<file path="config.mk">
export PLATFORM = sky130hd
export DESIGN_NAME = mpr_read_responder
export DESIGN_NICKNAME = d
export VERILOG_FILES = /design/src/rtl/mpr_pkg.sv /design/src/rtl/mpr_mode_reg.sv /design/src/rtl/mpr_read_ctrl.sv /design/src/rtl/mpr_beat_drive.sv /design/src/rtl/mpr_read_responder.sv
export SDC_FILE = /design/constraint.sdc
export NUM_CORES = 1
export LEC_CHECK = 0
export CAP_MARGIN = 10
export CORE_ASPECT_RATIO = 0.75
export CORE_MARGIN = 1.5
export CORE_UTILIZATION = 49
export DETAILED_ROUTE_END_ITERATION = 16
export HOLD_SLACK_MARGIN = 0.08
export PLACE_DENSITY_LB_ADDON = 0.25
export SLEW_MARGIN = 15
export SYNTH_ARGS = -nofsm -noshare
export SYNTH_HDL_FRONTEND = slang
export SYNTH_SLANG_ARGS = --single-unit
</file>
<file path="constraint.sdc">
create_clock -name clk -period 6.07 [get_ports clk]
set_clock_uncertainty 0.1 [all_clocks]
set_input_delay 1.214 -clock clk [delete_from_list [all_inputs] [get_ports clk]]
set_output_delay 1.214 -clock clk [all_outputs]
set_load 0.02 [all_outputs]
</file>
<file path="src/rtl/mpr_pkg.sv">
package mpr_pkg;
  typedef enum logic [1:0] {
    OP_NOP   = 2'd0,
    OP_MRS   = 2'd1,
    OP_READ  = 2'd2,
    OP_OTHER = 2'd3
  } op_e;

  typedef enum logic [1:0] {
    BURST_FIX8 = 2'd0,
    BURST_OTF  = 2'd1,
    BURST_FIX4 = 2'd2,
    BURST_RSV  = 2'd3
  } burst_e;

  // bit p = value at burst position p
  localparam logic [7:0] CAL_PATTERN = 8'b1010_1010;

  function automatic logic pick_chop(input logic [1:0] mode, input logic a12);
    case (burst_e'(mode))
      BURST_FIX4: return 1'b1;
      BURST_OTF:  return !a12;
      default:    return 1'b0;
    endcase
  endfunction

  function automatic logic [3:0] burst_beats(input logic chop);
    return chop ? 4'd4 : 4'd8;
  endfunction

  function automatic logic cols_legal(input logic chop, input logic [2:0] col);
    return chop ? (col[1:0] == 2'b00) : (col == 3'b000);
  endfunction

  function automatic logic [2:0] first_pos(input logic chop, input logic [2:0] col);
    return chop ? {col[2], 2'b00} : 3'd0;
  endfunction

  function automatic logic loc_bit(input logic [1:0] loc, input logic [2:0] pos);
    return (loc == 2'b00) ? CAL_PATTERN[pos] : 1'b0;
  endfunction
endpackage

</file>
<file path="src/rtl/mpr_mode_reg.sv">
module mpr_mode_reg #(
  parameter int BANK_W = 3,
  parameter int MR_SEL = 3
) (
  input  logic              clk,
  input  logic              rst_n,
  input  logic [1:0]        op,
  input  logic [BANK_W-1:0] bank,
  input  logic [2:0]        addr_low,
  output logic              mpr_on,
  output logic [1:0]        mpr_loc
);
  import mpr_pkg::*;

  logic mr3_write;
  assign mr3_write = (op_e'(op) == OP_MRS) && (bank == BANK_W'(MR_SEL));

  always_ff @(posedge clk) begin
    if (!rst_n) begin
      mpr_on  <= 1'b0;
      mpr_loc <= 2'b00;
    end else if (mr3_write) begin
      mpr_on  <= addr_low[2];
      mpr_loc <= addr_low[1:0];
    end
  end

  p_mode_follows_r1: assert property (@(posedge clk) disable iff (!rst_n)
    mr3_write |=> (mpr_on == $past(addr_low[2])));
  p_mode_hold_r1: assert property (@(posedge clk) disable iff (!rst_n)
    !mr3_write |=> ($stable(mpr_on) && $stable(mpr_loc)));
endmodule

</file>
<file path="src/rtl/mpr_read_ctrl.sv">
module mpr_read_ctrl #(
  parameter int LAT_W = 5
) (
  input  logic             clk,
  input  logic             rst_n,
  input  logic [1:0]       op,
  input  logic             a12,
  input  logic [2:0]       col_low,
  input  logic [1:0]       burst_mode,
  input  logic             dll_locked,
  input  logic [LAT_W-1:0] rd_lat,
  input  logic             mpr_on,
  input  logic [1:0]       mpr_loc,
  output logic             beat_valid,
  output logic [2:0]       beat_pos,
  output logic [1:0]       beat_loc,
  output logic             err_sticky
);
  import mpr_pkg::*;
  localparam int TW = LAT_W + 2;

  logic             busy;
  logic [TW-1:0]    tick;
  logic [LAT_W-1:0] lat_q;
  logic [3:0]       len_q;
  logic [2:0]       start_q;
  logic [1:0]       loc_q;

  // named events
  logic rd_cmd, chop, rd_accept, rd_reject, last_beat;
  logic [TW-1:0] lat_x, end_x, offs;
  logic [LAT_W-1:0] lat_eff;

  assign rd_cmd    = (op_e'(op) == OP_READ) && mpr_on;
  assign chop      = pick_chop(burst_mode, a12);
  assign rd_accept = rd_cmd && !busy && dll_locked && cols_legal(chop, col_low);
  assign rd_reject = rd_cmd && !rd_accept;
  assign lat_eff   = (rd_lat == '0) ? LAT_W'(1) : rd_lat;

  assign lat_x      = TW'(lat_q);
  assign end_x      = lat_x + TW'(len_q);
  assign offs       = tick - lat_x;
  assign beat_valid = busy && (tick >= lat_x) && (tick < end_x);
  assign last_beat  = busy && (tick == end_x - TW'(1));
  assign beat_pos   = start_q + offs[2:0];
  assign beat_loc   = loc_q;

  always_ff @(posedge clk) begin
    if (!rst_n) begin
      busy    <= 1'b0;
      tick    <= '0;
      lat_q   <= LAT_W'(1);
      len_q   <= 4'd0;
      start_q <= 3'd0;
      loc_q   <= 2'd0;
    end else if (rd_accept) begin
      busy    <= 1'b1;
      tick    <= TW'(1);
      lat_q   <= lat_eff;
      len_q   <= burst_beats(chop);
      start_q <= first_pos(chop, col_low);
      loc_q   <= mpr_loc;
    end else if (busy) begin
      tick <= tick + TW'(1);
      if (last_beat) busy <= 1'b0;
    end
  end

  always_ff @(posedge clk) begin
    if (!rst_n)         err_sticky <= 1'b0;
    else if (rd_reject) err_sticky <= 1'b1;
  end

  // run-length monitor for the beat window
  logic [3:0] run_q;
  always_ff @(posedge clk) begin
    if (!rst_n)          run_q <= 4'd0;
    else if (beat_valid) run_q <= run_q + 4'd1;
    else                 run_q <= 4'd0;
  end

  p_run_length_r8: assert property (@(posedge clk) disable iff (!rst_n)
    $fell(beat_valid) |-> (run_q == 4'd4 || run_q == 4'd8));
  p_err_sticky_r12: assert property (@(posedge clk) disable iff (!rst_n)
    err_sticky |=> err_sticky);
  p_reject_no_start_r10: assert property (@(posedge clk) disable iff (!rst_n)
    (rd_reject && !busy) |=> !busy);
  p_dll_gate_r9: assert property (@(posedge clk) disable iff (!rst_n)
    $rose(busy) |-> $past(dll_locked));
  p_busy_keeps_loc_r13: assert property (@(posedge clk) disable iff (!rst_n)
    (busy && !rd_accept) |=> $stable(loc_q));
endmodule

</file>
<file path="src/rtl/mpr_beat_drive.sv">
module mpr_beat_drive #(
  parameter int NUM_LANES = 2,
  parameter int LANE_W    = 8
) (
  input  logic                        clk,
  input  logic                        rst_n,
  input  logic                        beat_valid,
  input  logic [2:0]                  beat_pos,
  input  logic [1:0]                  beat_loc,
  input  logic                        copy_mode,
  output logic [NUM_LANES*LANE_W-1:0] dq
);
  import mpr_pkg::*;
  localparam int DW = NUM_LANES * LANE_W;

  logic beat_bit;
  assign beat_bit = beat_valid & loc_bit(beat_loc, beat_pos);

  for (genvar g = 0; g < NUM_LANES; g++) begin : g_lane
    assign dq[g*LANE_W] = beat_bit;
    assign dq[g*LANE_W+1 +: LANE_W-1] = {(LANE_W-1){beat_bit & copy_mode}};
  end

  p_idle_zero_r6: assert property (@(posedge clk) disable iff (!rst_n)
    !beat_valid |-> (dq == '0));
  p_lanes_agree_r6: assert property (@(posedge clk) disable iff (!rst_n)
    dq[0] == dq[LANE_W]);
  p_zero_fill_r6: assert property (@(posedge clk) disable iff (!rst_n)
    !copy_mode |-> ((dq & ~{NUM_LANES{{(LANE_W-1){1'b0}}, 1'b1}}) == DW'(0)));
endmodule

</file>
<file path="src/rtl/mpr_read_responder.sv">
module mpr_read_responder #(
  parameter int NUM_LANES = 2,
  parameter int LANE_W    = 8,
  parameter int ADDR_W    = 15,
  parameter int BANK_W    = 3,
  parameter int LAT_W     = 5,
  parameter int MR_SEL    = 3
) (
  input  logic                        clk,
  input  logic                        rst_n,
  input  logic [1:0]                  cmd_op,
  input  logic [BANK_W-1:0]           cmd_bank,
  input  logic [ADDR_W-1:0]           cmd_addr,
  input  logic                        dll_locked,
  input  logic [1:0]                  burst_cfg,
  input  logic [LAT_W-1:0]            read_lat,
  input  logic                        lane_copy,
  output logic [NUM_LANES*LANE_W-1:0] dq,
  output logic                        dq_valid,
  output logic                        mpr_err,
  output logic                        mpr_mode
);
  logic       mpr_on;
  logic [1:0] mpr_loc;
  logic [2:0] beat_pos;
  logic [1:0] beat_loc;
  logic       beat_valid;

  mpr_mode_reg #(.BANK_W(BANK_W), .MR_SEL(MR_SEL)) u_mode (
    .clk(clk), .rst_n(rst_n), .op(cmd_op), .bank(cmd_bank),
    .addr_low(cmd_addr[2:0]), .mpr_on(mpr_on), .mpr_loc(mpr_loc)
  );

  mpr_read_ctrl #(.LAT_W(LAT_W)) u_ctrl (
    .clk(clk), .rst_n(rst_n), .op(cmd_op), .a12(cmd_addr[12]),
    .col_low(cmd_addr[2:0]), .burst_mode(burst_cfg), .dll_locked(dll_locked),
    .rd_lat(read_lat), .mpr_on(mpr_on), .mpr_loc(mpr_loc),
    .beat_valid(beat_valid), .beat_pos(beat_pos), .beat_loc(beat_loc),
    .err_sticky(mpr_err)
  );

  mpr_beat_drive #(.NUM_LANES(NUM_LANES), .LANE_W(LANE_W)) u_drive (
    .clk(clk), .rst_n(rst_n), .beat_valid(beat_valid), .beat_pos(beat_pos),
    .beat_loc(beat_loc), .copy_mode(lane_copy), .dq(dq)
  );

  assign dq_valid = beat_valid;
  assign mpr_mode = mpr_on;
endmodule

</file>
* Word level (Yosys, flattened, before mapping) *
Memory sizes are Yosys's and may differ from the RTL's.
Cells that the tools add are included.

storage, ports and cells
  memories kept = 1
  output and inout port bits = 19
  latch bits = 0
  word-level logic and storage cells = 58
  bits in writable memories = 0
  bits in read-only memories = 8
  flip-flop bits (word level) = 26

memory list
  memory            depth  bits a word  read ports  clocked after memory_dff  wr ports  line           text
  (name not given)  8      1            1           0                         0         mpr_pkg.sv:40  return (loc == 2'b00) ? CAL_PATTERN[pos] : 1'b0;

cells by class
  mux-type cells = 12
  shift-type cells = 0
  reduce and logical (&&, ||, !) cells = 18
  $add $sub $neg = 5
  equal/unequal tests = 6
  order comparisons = 3
  divide/modulo/power cells = 0
  $mul = 0
  bitwise logic cells = 3

operators by type and width
  operator                                                     count
  logical AND 1 bit                                            9
  2-to-1 mux 1 bit                                             8
  adder 7 x 1 -> 7 bit (second input constant)                 1
  equality test 7 bit                                          1
  >= comparator 7 x 5 -> 1 bit                                 1
  less-than comparator 7 x 6 -> 1 bit                          1
  subtractor 7 x 1 -> 7 bit (second input constant)            1
  adder 5 x 4 -> 6 bit                                         1
  zero test 5 bit                                              1
  2-to-1 mux 5 bit                                             1
  equality test 2 x 1 -> 1 bit (second input constant)         2
  equality test 2 bit (second input constant)                  2
  zero test 2 bit                                              2
  less-than comparator 3 x 4 -> 1 bit (second input constant)  1
  2-to-1 mux 4 bit                                             1
  adder 3 bit                                                  1
  equality test 3 x 2 -> 1 bit (second input constant)         1
  zero test 1 bit                                              3
  zero test 3 bit                                              1
  2-to-1 mux 3 bit                                             1
  subtractor 3 bit                                             1
  bitwise AND 1 bit                                            2
  case mux 1 bit (2 select lines)                              1
  nonzero test 2 bit                                           1
  2 further kinds                                              2

* Longest topological paths before layout *
  depth in word-level cells = 7
  gate-level depth with buffers = 9
  mapped depth without buffers = 9

* Hierarchy *
From an unflattened synthesis, not the netlist that was laid out.

second synthesis, totals
  cells, all modules = 182
  area total of the unflattened synthesis = 1594.0 sq um

modules (own cells, without submodules)
  module          sequential area each (sq um)  cells an instance  instances  area each (sq um)
  mpr_read_ctrl   380.4                         150                1          1332.5
  mpr_beat_drive  0.0                           17                 1          131.4
  mpr_mode_reg    60.1                          15                 1          130.1

* Worst setup path before layout *
Ideal clock, no wire load.

  path type = register to output
  start point = reg u_ctrl.len_q[2]
  end point = out dq[10]
  cell stages (with the launch flop) = 9
  data arrival time = 3.176 ns
  slack = 1.580 ns
  cell sequence = dfxtp_1 -> ha_1 -> inv_1 -> fa_1 -> ha_1 -> a221oi_1 -> o21ai_0 -> nor3_1 -> buf_4

between the ends
  word-level cells in the longest chain between the ends = 5

ends and longest elaborated chain
  what                                 line                      text
  start: declaration                   mpr_read_ctrl.sv:25       logic [3:0] len_q;
  start signal: assignment             mpr_read_ctrl.sv:60       len_q <= burst_beats(chop);
  adder 5 x 4 -> 6 bit                 mpr_read_ctrl.sv:41       assign end_x = lat_x + TW'(len_q);
  less-than comparator 7 x 6 -> 1 bit  mpr_read_ctrl.sv:43       assign beat_valid = busy && (tick >= lat_x) && (tick < end_x);
  logical AND 1 bit                    mpr_read_ctrl.sv:43
  bitwise AND 1 bit                    mpr_beat_drive.sv:17      assign beat_bit = beat_valid & loc_bit(beat_loc, beat_pos);
  bitwise AND 1 bit                    --
  end: declaration                     mpr_read_responder.sv:18  output logic [NUM_LANES*LANE_W-1:0] dq,

No other way between the ends.

* Final worst setup path *
  start point = reg u_ctrl.len_q[2]
  end point = out dq[12]

between the ends
  word-level cells in the longest chain between the ends = 5

ends and longest elaborated chain
  what                                 line                  text
  adder 5 x 4 -> 6 bit                 mpr_read_ctrl.sv:41
  less-than comparator 7 x 6 -> 1 bit  mpr_read_ctrl.sv:43
  logical AND 1 bit                    mpr_read_ctrl.sv:43
  bitwise AND 1 bit                    mpr_beat_drive.sv:17
  bitwise AND 1 bit                    mpr_beat_drive.sv:21  assign dq[g*LANE_W+1 +: LANE_W-1] = {(LANE_W-1){beat_bit & copy_mode}};

No other way between the ends.

==> out/qor.yml <==
status: "finished clean"
wl_per_cell_um: 13.3
setup_viol: 0
drc: 0
whs_ns: 0.374
clock-sinks: 21
drive_gt1_share_pct: 5.00
portBuffers: 38
yosysMostFrequentCell: "dfxtp_1"
grt_max_degree: 19
async_flop_share_pct: 0
ys_seq_area_share_pct: 27.8
holdPathEnd: "u_ctrl.err_sticky$_SDFFE_PN0P_"
routed_wl_mm: 3.18
ys_ff_latch: 21
finalNetCount: 247
fmax_ghz: 0.204
worst_slew_pin_slew_ns: 0.749
r2r_cells: 8
synth.area.top_cells: "dfxtp_1 28%, ha_1 12%, buf_4 7.4%"
end_kind: "primary output"
hold_start: "u_ctrl.err_sticky$_SDFFE_PN0P_"
clockBufferDepth: 2
slew_headroom_pct: 49.9
final_cells: 238
rsz0062_at_grt: "no"
ios: 50
maxSlewViolCount: 0
dp_hpwl_mm: 2.52
antenna_cells: 0
place_congestion: 0.819
startpoint: "u_ctrl.len_q[2]$_SDFFE_PN0P_"
netlist.area_leader.share_pct: 27.8
synth_nets: 223
cap_violations: 0
start_util_pct: 51.6
path_class: "register to primary output"
leakage_nw: 0.701
drtAntennaViolNets: 0
grt_pass1_wl_mm: 5.23
grt_pass1_vias: 1132
ctsHoldBuffers: 0
hold_class: "register to register"
crit_path_max_fanout: 14
path_clk_slew_ns: 0.09
cts-root-buf: "clkbuf_8"
synth_common_cells: "21 x dfxtp_1, 16 x nor2_1, 15 x buf_4"
cp.required_ns: 4.76
r2r-start: "u_ctrl.len_q[2]$_SDFFE_PN0P_"
tns_ns: 0
syn_area_um2: 1510
power_density_nw_per_um2: 138
clk_latency_ns: 0.27
fp-row-count: 17
ys_warn_count: 0
placed_cells: 234
cts_tree: "yes"
period_needed_ns: 4.90
vdd_drop_max_mv: 0.101
die_x_um: 67.2
overflow: 0
antenna_found_initial: 0
cts.htree.levels: 1
place_ws_ns: 1.05
yosysTopAreaCell: "dfxtp_1"
vias: 1229
viasPerCell: 5.16
cts_setup_buffers: 0
worst-r2r-setup-slack_ns: 3.24
core-area_um2: 2940
grt_use_total_pct: 20.2
worstHoldPathCells: 1
drt_iter0_markers: 62
seqCellArea_um2: 420
dr.pass1.iters: 4
finalHoldViolations: 0
worstPathArrival_ns: 3.59
syn_avg_cell_area_um2: 8.55
multi_input_area_um2: 903
synth-edff-count: 0
synth_ff_type: "dfxtp_1"
synth_cell_types: 39
min_period_over_period_pct: 80.7
cp-start-kind: "register"
fp.dieH_um: 51.1
timing.rr.end: "u_ctrl.busy$_SDFF_PN0_"
fin_ws_ns: 1.17
cts_buffers: 3
synthCells: 177
dieArea_um2: 3440
fillerInstances: 247
ctsResizeCount: 0
syn2layout_area_growth_pct: 22.2
## worst max-delay path by stage
stage	endpoint	cells after the start	slack [ns]
2_1_floorplan	dq[10]	8	1.58
3_3_place_gp	dq[1]	8	1.24
3_5_place_dp	dq[12]	8	1.05
4_1_cts	dq[12]	8	0.71
5_1_grt	dq[10]	8	0.87
6_report	dq[12]	8	1.17
## where the power goes
group	switching [mW]	total (mW)	internal, mW
combinational	0.00723	0.0217	0.0144
sequential	0.000185	0.138	0.138
clock	0.0498	0.0956	0.0459
total	0.0572	0.255	0.198
## kinds of logic (layout without fill, tap and decap cells)
kind of cell / Yosys count / count (layout) / synth area share, %
AOI/OAI and AO/OA: 29 / 29 / 12.8
xor gates and xnor gates: 13 / 13 / 7.52
adders and majority gates: 15 / 15 / 12.9
buffers and inverters: 33 / 56 / 12.9
DFF: 21 / 21 / 27.8
muxes: 7 / 7 / 4.71
and+or+nand+nor: 59 / 59 / 21.4
## metal layers
metal  global-route usage [%]  wire length [um]  share of wire (%)
met5                        0                 0                  0
met4                     5.10                23               0.72
met3                     4.63               106                3.3
met2                     34.8              1490                 47
met1                     25.3              1560                 49
## flip-flops by register name (all words and copies together) (netlist names)
signal,cells
u_ctrl.beat_loc,2
u_ctrl.busy,1
u_ctrl.err_sticky,1
u_ctrl.lat_q,5
u_ctrl.len_q,2
u_ctrl.tick,7
u_mode.mpr_loc,2
u_mode.mpr_on,1
## placed cells by master (no fill, tap or decap), drive strengths merged, types with 2 or more instances in the layout
cell	n
xnor2	7
o21a	3
nand2	8
inv	14
clkbuf	3
nor2	16
nand3	2
nand4	2
o21ai	10
or4b	2
a21oi	7
nor4	2
nor2b	14
ha	14
xor2	6
nand2b	3
dfxtp	21
mux2i	6
clkdlybuf4s50	38
nor3	4
## critical path, cell delays in order (launching register included)
cell             delay, ns
dfxtp_1               0.34
ha_1                  0.17
inv_1                 0.05
fa_1                  0.61
ha_1                  0.27
a221oi_1              0.26
o21ai_0               0.25
nor3_2                0.61
clkdlybuf4s50_1       0.74
## through the flow
step	power [mW]	cell area, um^2	utilization [%]
floorplan	0.148	1510	-
global placement	0.162	1800	61.3
detailed placement	0.163	1800	61.3
CTS	0.259	1850	62.9
global route	0.265	1850	63.0
finish	0.255	1850	63.0
## final cells by class
cell class | instances | share of cell area [%]
clock buffers | 3 | 2.23
multi-input cells | 123 | 48.8
repair buffers | 38 | 20.6
clock inverters | 1 | 0.270
well taps | 38 | 2.57
flip-flops and latches | 21 | 22.7
inverters | 14 | 2.84
(Power assumes the default switching activity.)
